File: config.mk
export PLATFORM = sky130hd
export DESIGN_NAME = disc_chan_ctl
export DESIGN_NICKNAME = d
export VERILOG_FILES = /design/src/rtl/disc_chan_pkg.sv /design/src/rtl/chan_strobe_decode.sv /design/src/rtl/chan_power_guard.sv /design/src/rtl/chan_ctl_seq.sv /design/src/rtl/chan_track_reg.sv /design/src/rtl/disc_chan_ctl.sv
export SDC_FILE = /design/constraint.sdc
export NUM_CORES = 1
export LEC_CHECK = 0
export BUFFER_PORTS_ARGS = -buffer_cell sky130_fd_sc_hd__buf_4
export CORE_ASPECT_RATIO = 1.5
export CORE_UTILIZATION = 50
export DETAILED_ROUTE_END_ITERATION = 10
export HOLD_SLACK_MARGIN = 0.1
export PLACE_DENSITY_LB_ADDON = 0.12
export SLEW_MARGIN = 40
export SYNTH_ARGS = -nofsm -noshare
export SYNTH_HDL_FRONTEND = slang
export SYNTH_SLANG_ARGS = --single-unit
File: constraint.sdc
create_clock -name clk -period 4.07 [get_ports clk]
set_input_delay 0.2035 -clock clk [delete_from_list [all_inputs] [get_ports clk]]
set_output_delay 0.2035 -clock clk [all_outputs]
set_load 0.05 [all_outputs]
File: src/rtl/disc_chan_pkg.sv
// Package: shared types for the disc channel control block.
// Assumes: strobes are single-cycle, synchronous to clk.
package disc_chan_pkg;

    // Decoded, address-qualified command strobes for one cycle.
    typedef struct packed {
        logic set_ctl;
        logic clr_ctl;
        logic clr_flag;
        logic load_trk;
    } chan_cmd_t;

endpackage

File: src/rtl/chan_strobe_decode.sv
// Module: qualifies host strobes with their select lines and merges the DMA strobes.
// Assumes: dat_sel / cmd_sel are valid in the same cycle as the strobe.
module chan_strobe_decode
    import disc_chan_pkg::*;
(
    input  logic      dat_sel,
    input  logic      cmd_sel,
    input  logic      host_stc,
    input  logic      host_clc,
    input  logic      host_clf,
    input  logic      host_ota,
    input  logic      dma_clc,
    input  logic      dma_clf,
    output chan_cmd_t cmd
);

    // Combine each strobe with the select that addresses it.
    always_comb begin
        cmd          = '0;
        cmd.set_ctl  = host_stc & dat_sel;
        cmd.clr_ctl  = dma_clc | (host_clc & dat_sel);
        cmd.clr_flag = dma_clf | (host_clf & dat_sel);
        cmd.load_trk = host_ota & cmd_sel;
    end

endmodule

File: src/rtl/chan_power_guard.sv
// Module: power-on hold-off window and read/write qualifier gating.
// Each preset pulse reloads a down-counter. While the counter is non-zero the
// control bit may not be set, which covers gaps in the preset pulse train.
// Assumes: HOLD_CYCLES >= 1.
module chan_power_guard #(
    parameter int HOLD_CYCLES = 4000
) (
    input  logic clk,
    input  logic rst_n,
    input  logic preset_pulse,
    input  logic pwr_ok,
    input  logic run,
    input  logic wr_mode,
    output logic hold_active,
    output logic read_en,
    output logic write_en
);

    localparam int CNT_W = $clog2(HOLD_CYCLES + 1);
    localparam logic [CNT_W-1:0] CNT_LOAD = CNT_W'(HOLD_CYCLES);
    localparam logic [CNT_W-1:0] CNT_ONE  = CNT_W'(1);

    logic [CNT_W-1:0] hold_cnt;

    // Reload on every preset pulse, otherwise count down to zero.
    always_ff @(posedge clk) begin
        if (!rst_n) begin
            hold_cnt <= '0;
        end else if (preset_pulse) begin
            hold_cnt <= CNT_LOAD;
        end else if (hold_cnt != '0) begin
            hold_cnt <= hold_cnt - CNT_ONE;
        end
    end

    assign hold_active = (hold_cnt != '0);

    // Qualifiers: both need run; writing additionally needs power good.
    always_comb begin
        read_en  = run & ~wr_mode;
        write_en = run & wr_mode & pwr_ok;
    end

endmodule

File: src/rtl/chan_ctl_seq.sv
// Module: control bit, run state and service flag sequencing.
// A clear of the control bit lets the run state finish the current sector.
// Assumes: preset_pulse has priority over every strobe.
module chan_ctl_seq
    import disc_chan_pkg::*;
(
    input  logic      clk,
    input  logic      rst_n,
    input  logic      preset_pulse,
    input  logic      hold_active,
    input  chan_cmd_t cmd,
    input  logic      svc_req,
    input  logic      sector_end,
    output logic      ctl_bit,
    output logic      run,
    output logic      svc_flag
);

    // Control bit: clear beats set; set blocked during hold-off.
    always_ff @(posedge clk) begin
        if (!rst_n || preset_pulse) begin
            ctl_bit <= 1'b0;
        end else if (cmd.clr_ctl) begin
            ctl_bit <= 1'b0;
        end else if (cmd.set_ctl && !hold_active) begin
            ctl_bit <= 1'b1;
        end
    end

    // Run state: follows a set control bit, drops only at a sector end.
    always_ff @(posedge clk) begin
        if (!rst_n || preset_pulse) begin
            run <= 1'b0;
        end else if (ctl_bit) begin
            run <= 1'b1;
        end else if (sector_end) begin
            run <= 1'b0;
        end
    end

    // Service flag: a request while running beats a clear.
    always_ff @(posedge clk) begin
        if (!rst_n || preset_pulse) begin
            svc_flag <= 1'b0;
        end else if (svc_req && run) begin
            svc_flag <= 1'b1;
        end else if (cmd.clr_flag) begin
            svc_flag <= 1'b0;
        end
    end

endmodule

File: src/rtl/chan_track_reg.sv
// Module: track address register loaded from a field of the host word.
// Assumes: TRK_LSB + TRK_W <= DATA_W.
module chan_track_reg #(
    parameter int DATA_W  = 16,
    parameter int TRK_W   = 7,
    parameter int TRK_LSB = 7
) (
    input  logic              clk,
    input  logic              rst_n,
    input  logic              load,
    input  logic [DATA_W-1:0] data_in,
    output logic [TRK_W-1:0]  track
);

    logic [TRK_W-1:0] field;
    logic             unused_data;

    // Pick the address field bit by bit, lowest data bit to track bit 0.
    for (genvar i = 0; i < TRK_W; i++) begin : g_field
        assign field[i] = data_in[TRK_LSB + i];
    end

    assign unused_data = ^data_in;

    // Hold the address until the next load; reset only by rst_n.
    always_ff @(posedge clk) begin
        if (!rst_n) begin
            track <= '0;
        end else if (load) begin
            track <= field;
        end
    end

endmodule

File: src/rtl/disc_chan_ctl.sv
// Module: top of the disc channel control and write interlock.
// Wires the strobe decoder, sequencer, track register and power guard.
// Assumes: all inputs synchronous to clk; rst_n is synchronous, active low.
module disc_chan_ctl
    import disc_chan_pkg::*;
#(
    parameter int DATA_W      = 16,
    parameter int TRK_W       = 7,
    parameter int TRK_LSB     = 7,
    parameter int HOLD_CYCLES = 4000
) (
    input  logic              clk,
    input  logic              rst_n,
    input  logic              preset_pulse,
    input  logic              pwr_ok,
    input  logic              dat_sel,
    input  logic              cmd_sel,
    input  logic              host_stc,
    input  logic              host_clc,
    input  logic              host_clf,
    input  logic              host_ota,
    input  logic [DATA_W-1:0] host_data,
    input  logic              dma_clc,
    input  logic              dma_clf,
    input  logic              svc_req,
    input  logic              sector_end,
    input  logic              wr_mode,
    output logic              ctl_bit,
    output logic              run,
    output logic              svc_flag,
    output logic [TRK_W-1:0]  track,
    output logic              read_en,
    output logic              write_en
);

    chan_cmd_t cmd;
    logic      hold_act;

    chan_strobe_decode u_decode (
        .dat_sel  (dat_sel),
        .cmd_sel  (cmd_sel),
        .host_stc (host_stc),
        .host_clc (host_clc),
        .host_clf (host_clf),
        .host_ota (host_ota),
        .dma_clc  (dma_clc),
        .dma_clf  (dma_clf),
        .cmd      (cmd)
    );

    chan_power_guard #(
        .HOLD_CYCLES (HOLD_CYCLES)
    ) u_guard (
        .clk          (clk),
        .rst_n        (rst_n),
        .preset_pulse (preset_pulse),
        .pwr_ok       (pwr_ok),
        .run          (run),
        .wr_mode      (wr_mode),
        .hold_active  (hold_act),
        .read_en      (read_en),
        .write_en     (write_en)
    );

    chan_ctl_seq u_seq (
        .clk          (clk),
        .rst_n        (rst_n),
        .preset_pulse (preset_pulse),
        .hold_active  (hold_act),
        .cmd          (cmd),
        .svc_req      (svc_req),
        .sector_end   (sector_end),
        .ctl_bit      (ctl_bit),
        .run          (run),
        .svc_flag     (svc_flag)
    );

    chan_track_reg #(
        .DATA_W  (DATA_W),
        .TRK_W   (TRK_W),
        .TRK_LSB (TRK_LSB)
    ) u_track (
        .clk     (clk),
        .rst_n   (rst_n),
        .load    (cmd.load_trk),
        .data_in (host_data),
        .track   (track)
    );

endmodule

==> summary.txt <==
Placed design
  – Port Buffer Count: 33
  – Placed Cells: 161
  – Final RePlAce weighted congestion: 0.8235
  – Post-DP HPWL: 1.586 mm
  – Placed inst area: 0.001285 mm2

Route
  – DRT Wirelength: 2.076 mm
  – Vias: 933
  – Vias/cell: 5.587
  – DR DRC count: 0
  – DR iter-0 viols: 8
  – First-pass DRT Iterations: 4
  – Routed WL per cell: 12.43 um
  – Antenna Nets Post-Route: 0

Setup path
  – Critical R2R Launch: u_guard.hold_cnt[0]
  – Worst setup path start: u_guard.hold_cnt[0]
  – CP arrival: 2.81 ns
  – CP endpoint kind: flip-flop
  – Startpoint types: flip-flop
  – Worst Path Required: 4.32 ns
  – CP Buf/Inv Count: 2
  – FF-to-FF setup slack: 1.51 ns
  – Critical R2R Capture: u_seq.ctl_bit
  – Slowest Stage Delay on Critical Path: 0.58 ns
  – Crit path max fanout: 7
  – CP delay by family, top: simple AND/OR/NAND/NOR gates
  – CP Cell Sequence: inv_1 > ha_1 > or3b_2 > nor4_4 > a31oi_1 > a2111oi_2 > dlygate4sd3_1
  – CP Class: flip-flop to flip-flop
  – Worst r2r path cells: 7
  – Slowest cell on the critical path: dlygate4sd3_1

Logic synthesis
  – Synthesized area per cell: 9.235 um2
  – Simple-gate share of the synthesized area: 0.2782
  – Proportion of synthesized area in mux cells: 0.01079
  – Post-synthesis async set-or-reset flop share: 0
  – Synth Area in XOR/XNOR: 0.01679
  – Synth top area share: 0.4221
  – Ys Warns: 0
  – Mapped Cells: 113
  – Post-synth net total: 145
  – Largest family of logic cells by synthesized area: simple AND/OR/NAND/NOR gates
  – #FFs+latches synth: 22
  – Post-synthesis compound-gate area fraction: 0.2146
  – Top FF cell, synth: dfxtp_1
  – Most common cell in the synthesized netlist: dfxtp_1
  – Post-synth EDFFs: 0
  – Sequential-to-total area share from yosys stat: 0.4221
  – Largest area contributor in the netlist: dfxtp_1
  – Synth Area in Adders: 0.01199
  – Synthesized area: 0.001044 mm2
  – Distinct cells, synth: 38
  – Top cells by count, synth: dfxtp_1 (22), nand2_1 (11), nor2_1 (8)
  – Largest cells by area after synthesis: dfxtp_1 (42%), a21boi_0 (5.0%), nand2_1 (4.0%)

Global route
  – Vias in the first global route: 838
  – Largest net degree at the start of global routing: 15
  – Total GRT Usage: 0.1973
  – Antenna violations before repair: 0
  – First-pass GRT wire length: 3.208 mm
  – Grt total ovfl: 0

Power
  – Power Density: 351.5 mW/mm2
  – P_leak: 0.5689 nW
  – Switching share of power: 0.2834
  – Int Pwr: 0.0003379 W
  – Worst vdd rail ir drop: 0.2854 mV
  – Flop pwr share: 0.519
  – Sw power: 0.0001336 W
  – Combinational Power Share: 0.231
  – Clk pwr share: 0.250

Final layout
  – Final net count: 179
  – Fill cells: 154
  – Register area: 440.4 um2
  – Final Non-Filler Cells: 167
  – ANT cells: 0
  – Area Growth Syn to Fin: 28.54%
  – Final instance area: 0.001341 mm2
  – Layout cell share with drive strength beyond 1: 0.3219
  – Multi-input gate area: 555.5 um2

Timing
  – Slew Limit Headroom: 0.7088
  – Hold_ws: 0.1303 ns
  – Peak Freq: 390.8 MHz
  – Final min period: 2.559 ns
  – Worst-margin pin slew: 0.4328 ns
  – Final setup violation count: 0
  – RSZ-0062 raised after global routing: false
  – Final Skew: 0.004120 ns
  – Hold Vio Cnt, Final: 0
  – Post-route setup TNS: 0 ns
  – Fin crit share: 0.6287
  – Slew Viols, Final: 0

CTS
  – Clk root buf: clkbuf_4
  – H-tree level count: 1
  – TritonCTS clock tree: done
  – Clk slew on worst S/H paths: 0.11 ns
  – Clk sink count: 22
  – TritonCTS Buffers: 3
  – Setup Buffers After CTS: 0
  – Longest Clk Path Bufs: 2
  – Skew-Pair Late Insertion Delay: 0.30 ns

Floorplanning
  – Initial cell density of the core: 0.5487
  – Standard-cell rows: 19
  – Core ar.: 0.001902 mm2
  – Chip Height: 57.95 um
  – Overall die area: 0.002277 mm2
  – I/O pins: 43
  – Die width: 39.30 um

Hold path
  – Hold Path Sink: u_seq.svc_flag
  – Hold/Removal Path Class: input port to flip-flop
  – HP Start: svc_req
  – Worst hold stages: 3

Flow run
  – Max-cap violations: 0

Run status
  – Outcome: finished clean
==> power groups by stage <==
| stage | clock (W) | combinational (W) | sequential (W) |
|---|---|---|---|
| 2_1_floorplan | 0 | 0.0000716 | 0.000257 |
| 3_3_place_gp | 0 | 0.000106 | 0.000248 |
| 3_5_place_dp | 0 | 0.000109 | 0.000249 |
| 4_1_cts | 0.000120 | 0.000110 | 0.000245 |
| 5_1_grt | 0.000130 | 0.000119 | 0.000247 |
| 6_report | 0.000118 | 0.000109 | 0.000245 |
==> worst min-delay path, delay by kind of cell <==
| family | cells | cell delay, ns |
|---|---|---|
| buf+inv | 1 | 0.08 |
| compound gates | 1 | 0.05 |
| simple gates | 1 | 0.08 |
==> routing by layer <==
metal  track usage  vias up  share of wire
li1              -      486              -
met2        0.3643       20           0.52
met1        0.2010      425           0.43
met3       0.02299        2          0.044
met5             0        -              0
met4        0.1034        0          0.010
==> how the worst max path moves through the flow <==
stage / endpoint / slack [ns] / cells after the start
6_report: u_seq.ctl_bit / 1.51 / 7
5_1_grt: u_seq.ctl_bit / 1.39 / 7
4_1_cts: u_seq.ctl_bit / 1.49 / 7
3_5_place_dp: u_seq.ctl_bit / 2.04 / 6
3_3_place_gp: u_guard.hold_cnt[7] / 2.09 / 6
2_1_floorplan: u_guard.hold_cnt[9] / 2.20 / 5
==> cells by family (layout without fill, tap and decap cells) <==
family | count (synthesis) | after routing
simple gates | 49 | 49
buf+inv | 10 | 43
flops | 22 | 22
mux | 1 | 1
fa+ha+maj | 1 | 1
compound gates | 28 | 28
xor+xnor | 2 | 2
==> cell usage in the layout (no fill, tap or decap), drive strengths merged, types with 2 or more instances in the layout <==
cell type    Yosys  routed
buf              3      33
dfxtp           22      22
nand2           11      11
nor2             8       8
nand3            7       7
a21boi           7       7
inv              4       4
a21oi            4       4
o21a             4       4
or4              4       4
nor4             4       4
o31a             4       4
clkbuf           3       4
nor3             3       3
and3             2       2
nand2b           2       2
o31ai            2       2
xor2             2       2
nand3b           2       2
dlygate4sd3      0       2
==> stage by stage <==
| step | power (W) | worst slack, ns | util |
|---|---|---|---|
| floorplan | 0.0003289 | 2.205 | - |
| global placement | 0.0003543 | 2.088 | 0.6757 |
| detailed placement | 0.0003580 | 2.040 | 0.6757 |
| CTS | 0.0004746 | 1.488 | 0.7053 |
| global route | 0.0004954 | 1.386 | 0.7053 |
| finish | 0.0004715 | 1.511 | 0.7053 |
==> state kept, by name, summed over array words and instances, names as in the netlist <==
| signal | count |
|---|---|
| u_seq.run | 1 |
| u_track.track | 7 |
| u_guard.hold_cnt | 12 |
| u_seq.ctl_bit | 1 |
| u_seq.svc_flag | 1 |
==> repair_timing <==
action | CTS | global route
resized for setup | 0 | 0
hold buffers | 2 | 0
hold endpoints to repair | 1 | 0
==> cell type report <==
| type | count | share of cell area |
|---|---|---|
| repair buffers | 35 | 0.1996 |
| inverters | 4 | 0.01119 |
| clock buffers | 4 | 0.02705 |
| multi-input cells | 81 | 0.4142 |
| well taps | 21 | 0.01959 |
| flip-flops and latches | 22 | 0.3284 |
Power figures use the tool's default switching activity.
